## config.mk

```make
export PLATFORM = sky130hd
export DESIGN_NAME = mac_unit
export DESIGN_NICKNAME = d
export VERILOG_FILES = /design/src/rtl/mac_pkg.sv /design/src/rtl/mac_ctrl.sv /design/src/rtl/mac_datapath.sv /design/src/rtl/mac_unit.sv
export SDC_FILE = /design/constraint.sdc
export NUM_CORES = 1
export LEC_CHECK = 0
export BUFFER_PORTS_ARGS = -buffer_cell sky130_fd_sc_hd__buf_2
export CAP_MARGIN = 20
export CORE_MARGIN = 3
export CORE_UTILIZATION = 30
export CTS_CLUSTER_SIZE = 20
export DETAILED_ROUTE_END_ITERATION = 12
export HOLD_SLACK_MARGIN = 0.15
export PLACE_DENSITY = 0.43
export SKIP_LAST_GASP = 1
export SLEW_MARGIN = 10
export SYNTH_ARGS = -nofsm -noshare
export SYNTH_HDL_FRONTEND = slang
export SYNTH_SLANG_ARGS = --single-unit
```

## constraint.sdc

```tcl
create_clock -name clk -period 22.6 [get_ports clk]
set_input_delay 6.78 -clock clk [delete_from_list [all_inputs] [get_ports clk]]
set_output_delay 6.78 -clock clk [all_outputs]
set_load 0.01 [all_outputs]
```

## src/rtl/mac_pkg.sv

```systemverilog
package mac_pkg;

  typedef enum logic [1:0] {
    W_FULL = 2'b00,
    W_WORD = 2'b01,
    W_HALF = 2'b10,
    W_BAD  = 2'b11
  } width_e;

  typedef struct packed {
    logic load;
    logic step;
    logic finish;
  } mac_strobe_t;

endpackage

```

## src/rtl/mac_ctrl.sv

```systemverilog
module mac_ctrl
  import mac_pkg::*;
#(
  parameter int STEPS = 32
) (
  input  logic        clk,
  input  logic        rstN,
  input  logic        start,
  input  width_e      widthSel,
  input  logic        wideMode,
  output mac_strobe_t strobe,
  output logic        busy,
  output logic        done,
  output logic        illegal
);
  localparam int CW = (STEPS > 1) ? $clog2(STEPS) : 1;
  localparam logic [CW-1:0] LAST = CW'(STEPS - 1);

  logic          runR;
  logic [CW-1:0] cntR;
  logic          doneR;
  logic          illR;
  logic          legal;

  assign legal = (widthSel != W_BAD) && !((widthSel == W_WORD) && !wideMode);

  always_comb begin
    strobe.load   = !runR && start && legal;
    strobe.step   = runR;
    strobe.finish = runR && (cntR == LAST);
  end

  always_ff @(posedge clk) begin
    if (!rstN) begin
      runR  <= 1'b0;
      cntR  <= '0;
      doneR <= 1'b0;
      illR  <= 1'b0;
    end else begin
      doneR <= 1'b0;
      illR  <= 1'b0;
      if (!runR) begin
        if (start) begin
          if (legal) begin
            runR <= 1'b1;
            cntR <= '0;
          end else begin
            doneR <= 1'b1;
            illR  <= 1'b1;
          end
        end
      end else begin
        cntR <= cntR + 1'b1;
        if (cntR == LAST) begin
          runR  <= 1'b0;
          doneR <= 1'b1;
        end
      end
    end
  end

  assign busy    = runR;
  assign done    = doneR;
  assign illegal = illR;

  AST_ILLEGAL_IDLE: assert property (@(posedge clk) disable iff (!rstN)
    illegal |-> (done && !busy));
  AST_DONE_ENDS_RUN: assert property (@(posedge clk) disable iff (!rstN)
    $fell(busy) |-> (done && !illegal));
  AST_START_IGNORED: assert property (@(posedge clk) disable iff (!rstN)
    (busy && (cntR != LAST)) |=> (busy && !done));

endmodule

```

## src/rtl/mac_datapath.sv

```systemverilog
module mac_datapath
  import mac_pkg::*;
#(
  parameter int XLEN      = 64,
  parameter int STEP_BITS = 2
) (
  input  logic            clk,
  input  logic            rstN,
  input  mac_strobe_t     strobe,
  input  width_e          widthSel,
  input  logic            subSel,
  input  logic [XLEN-1:0] accIn,
  input  logic [XLEN-1:0] srcA,
  input  logic [XLEN-1:0] srcB,
  output logic [XLEN-1:0] result
);
  localparam int HW = 16;
  localparam int WW = 32;

  logic [XLEN-1:0] accR, mcandR, mplierR, prodR, resultR;
  logic [XLEN-1:0] partial, prodNext, sumVal, finalVal;
  logic [XLEN-1:0] opA, opB;
  width_e          widthR;
  logic            subR;

  function automatic logic [XLEN-1:0] narrowOp(input logic [XLEN-1:0] v, input width_e w);
    if (w == W_HALF) return {{(XLEN-HW){v[HW-1]}}, v[HW-1:0]};
    return v;
  endfunction

  assign opA = narrowOp(srcA, widthSel);
  assign opB = narrowOp(srcB, widthSel);

  always_comb begin
    partial = '0;
    for (int b = 0; b < STEP_BITS; b++) begin
      if (mplierR[b]) partial = partial + (mcandR << b);
    end
    prodNext = prodR + partial;
    sumVal   = subR ? (accR - prodNext) : (accR + prodNext);
    if (widthR == W_FULL) finalVal = sumVal;
    else                  finalVal = {{(XLEN-WW){sumVal[WW-1]}}, sumVal[WW-1:0]};
  end

  always_ff @(posedge clk) begin
    if (!rstN) begin
      accR    <= '0;
      mcandR  <= '0;
      mplierR <= '0;
      prodR   <= '0;
      resultR <= '0;
      widthR  <= W_FULL;
      subR    <= 1'b0;
    end else begin
      if (strobe.load) begin
        accR    <= accIn;
        mcandR  <= opA;
        mplierR <= opB;
        prodR   <= '0;
        widthR  <= widthSel;
        subR    <= subSel;
      end else if (strobe.step) begin
        prodR   <= prodNext;
        mcandR  <= mcandR << STEP_BITS;
        mplierR <= mplierR >> STEP_BITS;
      end
      if (strobe.finish) resultR <= finalVal;
    end
  end

  assign result = resultR;

  AST_NARROW_SIGNEXT: assert property (@(posedge clk) disable iff (!rstN)
    ($past(strobe.finish) && (widthR != W_FULL)) |->
      (resultR[XLEN-1:WW] == {(XLEN-WW){resultR[WW-1]}}));
  AST_RESULT_HOLD: assert property (@(posedge clk) disable iff (!rstN)
    !strobe.finish |=> $stable(resultR));

endmodule

```

## src/rtl/mac_unit.sv

```systemverilog
module mac_unit
  import mac_pkg::*;
#(
  parameter int XLEN      = 64,
  parameter int STEP_BITS = 2
) (
  input  logic            clk,
  input  logic            rstN,
  input  logic            start,
  input  logic [2:0]      opcode,
  input  logic            wideMode,
  input  logic [XLEN-1:0] accIn,
  input  logic [XLEN-1:0] srcA,
  input  logic [XLEN-1:0] srcB,
  output logic            busy,
  output logic            done,
  output logic            illegal,
  output logic [XLEN-1:0] result
);
  localparam int STEPS = XLEN / STEP_BITS;

  mac_strobe_t strobe;
  width_e      widthSel;
  logic        subSel;

  assign widthSel = width_e'(opcode[2:1]);
  assign subSel   = opcode[0];

  mac_ctrl #(.STEPS(STEPS)) uCtrl (
    .clk(clk), .rstN(rstN), .start(start), .widthSel(widthSel),
    .wideMode(wideMode), .strobe(strobe), .busy(busy), .done(done),
    .illegal(illegal)
  );

  mac_datapath #(.XLEN(XLEN), .STEP_BITS(STEP_BITS)) uData (
    .clk(clk), .rstN(rstN), .strobe(strobe), .widthSel(widthSel),
    .subSel(subSel), .accIn(accIn), .srcA(srcA), .srcB(srcB),
    .result(result)
  );

endmodule

```

---- Word level (Yosys, flattened, before mapping) ----
Index checks and enable logic that the tools add are counted.
word-level totals
  bits of input ports ..................... 199
  logic and storage cells ................. 60
  output and inout bits ................... 67
  register bits ........................... 331
cells by class
  multiplexer cells ....................... 24
  reductions and logical operators ........ 15
  equal/unequal tests ..................... 4
  bitwise gates (word level) .............. 1
  add/sub/neg operators ................... 5
operators with widths
  kind                                                 count
  two-way mux 64 bit                                   12
  adder 64 bit                                         3
  subtractor 64 bit                                    1
  two-way mux 5 bit                                    3
  two-way mux 1 bit                                    9
  nonzero test 2 bit                                   3
  adder 5 x 1 -> 5 bit, second input constant          1
  equality test 5 bit, second input constant           1
  logical AND 1 bit                                    5
  OR reduction 2 bit                                   2
  zero test 1 bit                                      3
  equality test 2 x 1 -> 1 bit, second input constant  1
  equality test 2 bit, second input constant           1
  zero test 2 bit                                      1
  inequality test 2 bit, second input constant         1
  AND reduction 2 bit                                  1
  inverter 1 bit                                       1

---- Longest topological paths before layout ----
  depth after elaboration ................. 7
  depth in mapped cells ................... 53
  mapped depth without buffers ............ 46

---- Cells and area by module ----
From an unflattened synthesis, not the netlist that was laid out.
second synthesis, totals
  cell total of the unflattened synthesis .. 3686
  area, all modules ....................... 28128.2 sq um
by module, submodules not included
  module        seq. area each (sq um)  times used  area each (sq um)  cells each
  mac_datapath  6466.2                  1           27727.8            3648
  mac_ctrl      160.2                   1           400.4              38

---- Worst setup path before layout ----
No wires, ideal clock.
  path type ............................... register to register
  start point ............................. reg uData.mplierR[0]
  end point ............................... reg uData.resultR[63] (netlist: uData.result[63])
  setup time .............................. 0.069 ns
  path buffers ............................ 7
  data arrival time ....................... 10.041 ns
  stages on the path, launching flop included .. 53
  setup slack ............................. 12.490 ns
  period minus slack after synthesis ...... 10.110 ns
  data required time ...................... 22.531 ns
  path through ............................ dfxtp_1 buf_2 buf_2 buf_1 buf_1 clkbuf_1 clkbuf_1 nand2_1 inv_1 ha_1 a21oi_1 maj3_1 o221a_2 o32ai_2 o211ai_1 nand2_1 maj3_1 a21o_1 [... 17 more ...] and2_1 nor2_1 xnor2_1 ha_1 a21o_1 a21o_1 a21oi_1 o21ai_0 a31oi_1 o21ba_2 o31a_1 o221ai_1 a221oi_2 nand2b_1 a311o_1 a21oi_1 xnor3_1 o21ai_1
between the ends
  cells in the longest elaborated chain, start to end .. 7
  elaborated cells between the ends (all ways) .. 8
  classes of those cells .................. add/sub (4); mux (4)
ends and longest elaborated chain
  item                                                      line                text
  from (decl)                                               mac_datapath.sv:20  logic [XLEN-1:0] accR, mcandR, mplierR, prodR, resultR;
  from (signal assigned)                                    mac_datapath.sv:58  mplierR <= opB;
  from (signal assigned)                                    mac_datapath.sv:65  mplierR <= mplierR >> STEP_BITS;
  two-way mux 64 bit *                                      mac_datapath.sv:37  if (mplierR[b]) partial = partial + (mcandR << b);
  adder 64 bit                                              mac_datapath.sv:37
  two-way mux 64 bit *                                      mac_datapath.sv:37
  adder 64 bit *                                            mac_datapath.sv:39  prodNext = prodR + partial;
  adder 64 bit / subtractor 64 bit (equally long branches)  mac_datapath.sv:40  sumVal = subR ? (accR - prodNext) : (accR + prodNext);
  two-way mux 64 bit *                                      mac_datapath.sv:40
  two-way mux 64 bit *                                      mac_datapath.sv:41  if (widthR == W_FULL) finalVal = sumVal;
  to (signal assigned)                                      mac_datapath.sv:67  if (strobe.finish) resultR <= finalVal;
  to (decl)                                                 mac_datapath.sv:20
Mark *: on every way between the ends. The rest lies on a longest branch, timed or not.
A chain may end at the register's enable or synchronous reset.

---- Final worst setup path ----
Ends and elaborated chain as after synthesis.

==> results.json <==
{
  "p_sw_frac": 0.339,
  "ys.flop_type": "dfxtp_1",
  "pwr-share-comb": 0.287,
  "dp_hpwl_um": 70100,
  "p_int_uw": 1300,
  "grt_use_total": 0.190,
  "rr_endpoint": "uData.result[63]$_SDFFE_PN0P_",
  "end_kind": "flop",
  "worstPathMaxFanout": 35,
  "cp.required_ns": 23.12,
  "fin_cells": 4979,
  "die_w_um": 308,
  "final_area_mm2": 0.0310,
  "ctsHtreeMaxLevel": 2,
  "ys_seq_area_frac": 0.242,
  "critPathLaunchType": "flop",
  "wl_per_cell_um": 18.8,
  "synth_edf_count": 0,
  "worstHoldPathCells": 2,
  "grt_pass1_wl_um": 146000,
  "vias": 26252,
  "cts_made_buffers": 45,
  "ant_nets": 0,
  "initial_core_util": 0.303,
  "worst_pin_slew_ns": 1.14,
  "finClkSkew_ns": 0.0210,
  "fmax_mhz": 91.5,
  "slowest_delay_ns": 0.61,
  "area_delta_synth_final_pct": 13.5,
  "fin_nets": 4129,
  "cts_tree": "done",
  "drv_cap": 0,
  "first_iter_violations": 1463,
  "ys_types": 107,
  "cts_root_buf": "clkbuf_16",
  "ff2ff_path_depth": 46,
  "worst_path_max_delay_cell": "or4_1",
  "syn-cell-area_mm2": 0.0273,
  "postCtsHoldBufs": 0,
  "gp_congestion": 0.858,
  "vdd_drop_max_uv": 36.4,
  "fp.dieH_um": 308,
  "cts.sinks": 331,
  "ys_ff_latch": 331,
  "ff2ff_setup_slack_ns": 11.67,
  "crit_path_frequent_cell": "a21oi_1",
  "p_seq_frac": 0.326,
  "maxSlewHeadroom": 0.242,
  "drc_errors": 0,
  "placed_area_mm2": 0.0294,
  "insertion_delay_ns": 0.59,
  "setup_violations": 0,
  "port_buffers": 265,
  "finalMaxSlewViolations": 0,
  "cts.reportedPaths.clkPinSlew_ns": 0.06,
  "via_per_inst": 5.27,
  "async_flop_share": 0,
  "status": "completed",
  "min_path_type": "reg -> reg",
  "overflow": 0,
  "r2r-start": "uData.mplierR[0]$_SDFFE_PN0P_",
  "worstSetupPathType": "reg -> reg",
  "wl_um": 93500,
  "min_period_ns": 10.93,
  "hold_start": "uData.result[14]$_SDFFE_PN0P_",
  "antenna_found_initial": 25,
  "fillers": 9689,
  "cts.repair.resized": 0,
  "holdPathEnd": "uData.result[14]$_SDFFE_PN0P_",
  "fin_crit_sh": 0.484,
  "syn-num-nets": 4039,
  "rsz0062_at_grt": "false",
  "row_count": 110,
  "coreArea_mm2": 0.0901,
  "synth_warnings": 0,
  "syn_inst": 3665,
  "grt_max_degree": 197,
  "syn_area_per_cell_um2": 7.46,
  "p_sw_uw": 667,
  "power_density_mw_per_mm2": 63.3,
  "ios": 266,
  "drtPass1Iterations": 5,
  "cp.arrival_ns": 11.45,
  "fin_tns_setup_ns": 0,
  "cts_buffer_depth": 3,
  "postCtsSetupRepairBufs": 0,
  "cellLeakagePower_uw": 0.0131,
  "dp.cells": 4884,
  "dieArea_mm2": 0.0948,
  "clkPwrFrac": 0.387,
  "drive_above_1_share": 0.124,
  "grt_pass1_vias": 25219,
  "finalHoldViolCount": 0
}
final cells by class:
type,count,area [um2],area share
inverter,80,300,0.00967
multi-input combinational,3008,19500,0.629
antenna,13,32.5,0.00105
tap,1176,1470,0.0474
timing repair buffer,289,1530,0.0491
clock inverter,16,190,0.00613
sequential,331,6630,0.214
clock buffer,66,1380,0.0444
synthesized netlist by cell type, types with 96 or more instances:
library cell | count | area share
nand2_1 | 401 | 0.055
nor2_1 | 384 | 0.053
a21oi_1 | 354 | 0.065
dfxtp_1 | 331 | 0.24
clkbuf_1 | 209 | 0.029
o21ai_0 | 194 | 0.036
ha_1 | 172 | 0.079
nor2b_1 | 142 | 0.032
xnor2_1 | 138 | 0.044
a21o_1 | 115 | 0.032
a221oi_1 | 102 | 0.033
and2_1 | 96 | 0.022
power groups by stage:
stage               Sequential, uW  Clock, uW  Combinational [uW]
detailed placement             654          0                 564
CTS                            641        791                 567
finish                         641        760                 564
global placement               654          0                 567
floorplan                      632          0                 432
global route                   645        808                 630
per-stage QoR:
| stage | worst slack, ns | power (uW) | hold WS (ns) | util |
|---|---|---|---|---|
| 6_report | 11.67 | 1970 | 0.462 | 0.344 |
| 5_1_grt | 10.77 | 2080 | 0.492 | 0.344 |
| 4_1_cts | 11.73 | 2000 | 0.463 | 0.344 |
| 3_5_place_dp | 11.82 | 1220 | 0.454 | 0.327 |
| 3_3_place_gp | 11.82 | 1220 | 0.454 | 0.327 |
| 2_1_floorplan | 12.49 | 1060 | 0.441 | - |
cells by family after synthesis:
group,count (synthesis),share of synthesized area
compound gates,1193,0.292
xor+xnor,226,0.0729
fa+ha+maj,178,0.0820
buf+inv,326,0.0457
flops,331,0.242
mux,77,0.0294
simple gates,1334,0.236
per-layer routing:
| metal | track usage | wire (um) | share of wire | vias up |
|---|---|---|---|---|
| li1 | - | - | - | 13477 |
| met5 | 0 | 140 | 0.0015 | - |
| met4 | 0.0389 | 1740 | 0.019 | 26 |
| met2 | 0.297 | 39700 | 0.42 | 511 |
| met1 | 0.274 | 47300 | 0.51 | 12127 |
| met3 | 0.0334 | 4610 | 0.049 | 111 |
worst max path at each step:
stage                             startpoint                            end  slack (ns)
6_report       uData.mplierR[0]$_SDFFE_PN0P_  uData.result[63]$_SDFFE_PN0P_       11.67
5_1_grt        uData.mplierR[0]$_SDFFE_PN0P_  uData.result[63]$_SDFFE_PN0P_       10.77
4_1_cts        uData.mplierR[0]$_SDFFE_PN0P_  uData.result[63]$_SDFFE_PN0P_       11.73
3_5_place_dp   uData.mplierR[0]$_SDFFE_PN0P_  uData.result[63]$_SDFFE_PN0P_       11.82
3_3_place_gp   uData.mplierR[0]$_SDFFE_PN0P_  uData.result[63]$_SDFFE_PN0P_       11.82
2_1_floorplan  uData.mplierR[0]$_SDFFE_PN0P_  uData.result[63]$_SDFFE_PN0P_       12.49
registers in the layout, indices dropped and copies added (netlist names):
signal and count:
uData.prodR 64, uData.mcandR 64, uCtrl.done 1, uCtrl.illegal 1, uCtrl.busy 1, uData.subR 1, uData.widthR 2, uData.result 64
uData.mplierR 64, uCtrl.cntR 5, uData.accR 64
worst max-delay path, delay by kind of cell (launching register included):
kind	cells	cell delay, ns
AO/OA/AOI/OAI	26	5.45
XOR/XNOR	3	0.86
adder cells (fa/ha/maj)	4	1.25
buffers and inverters	2	0.19
flip-flops	1	0.50
AND/OR/NAND/NOR	11	2.56
layout by cell type, fill, tap and decap left out, drive strengths merged, types with 19 or more instances in the layout:
master,instances
o21bai,32
a211oi,24
dfxtp,331
a21oi,359
xnor2,138
nor4,22
mux2,27
ha,172
a31oi,27
a21boi,80
or3,21
a21o,115
buf,289
xor2,87
o221ai,22
nor2b,142
nand3,67
nand2,403
nor3,47
nand2b,22
mux2i,50
and2,99
o211ai,19
o21a,26
a221oi,104
clkbuf,66
nand4,34
nor2,384
o21ai,211
inv,81
and3,30
No activity file was read; power rests on OpenSTA's default activity.
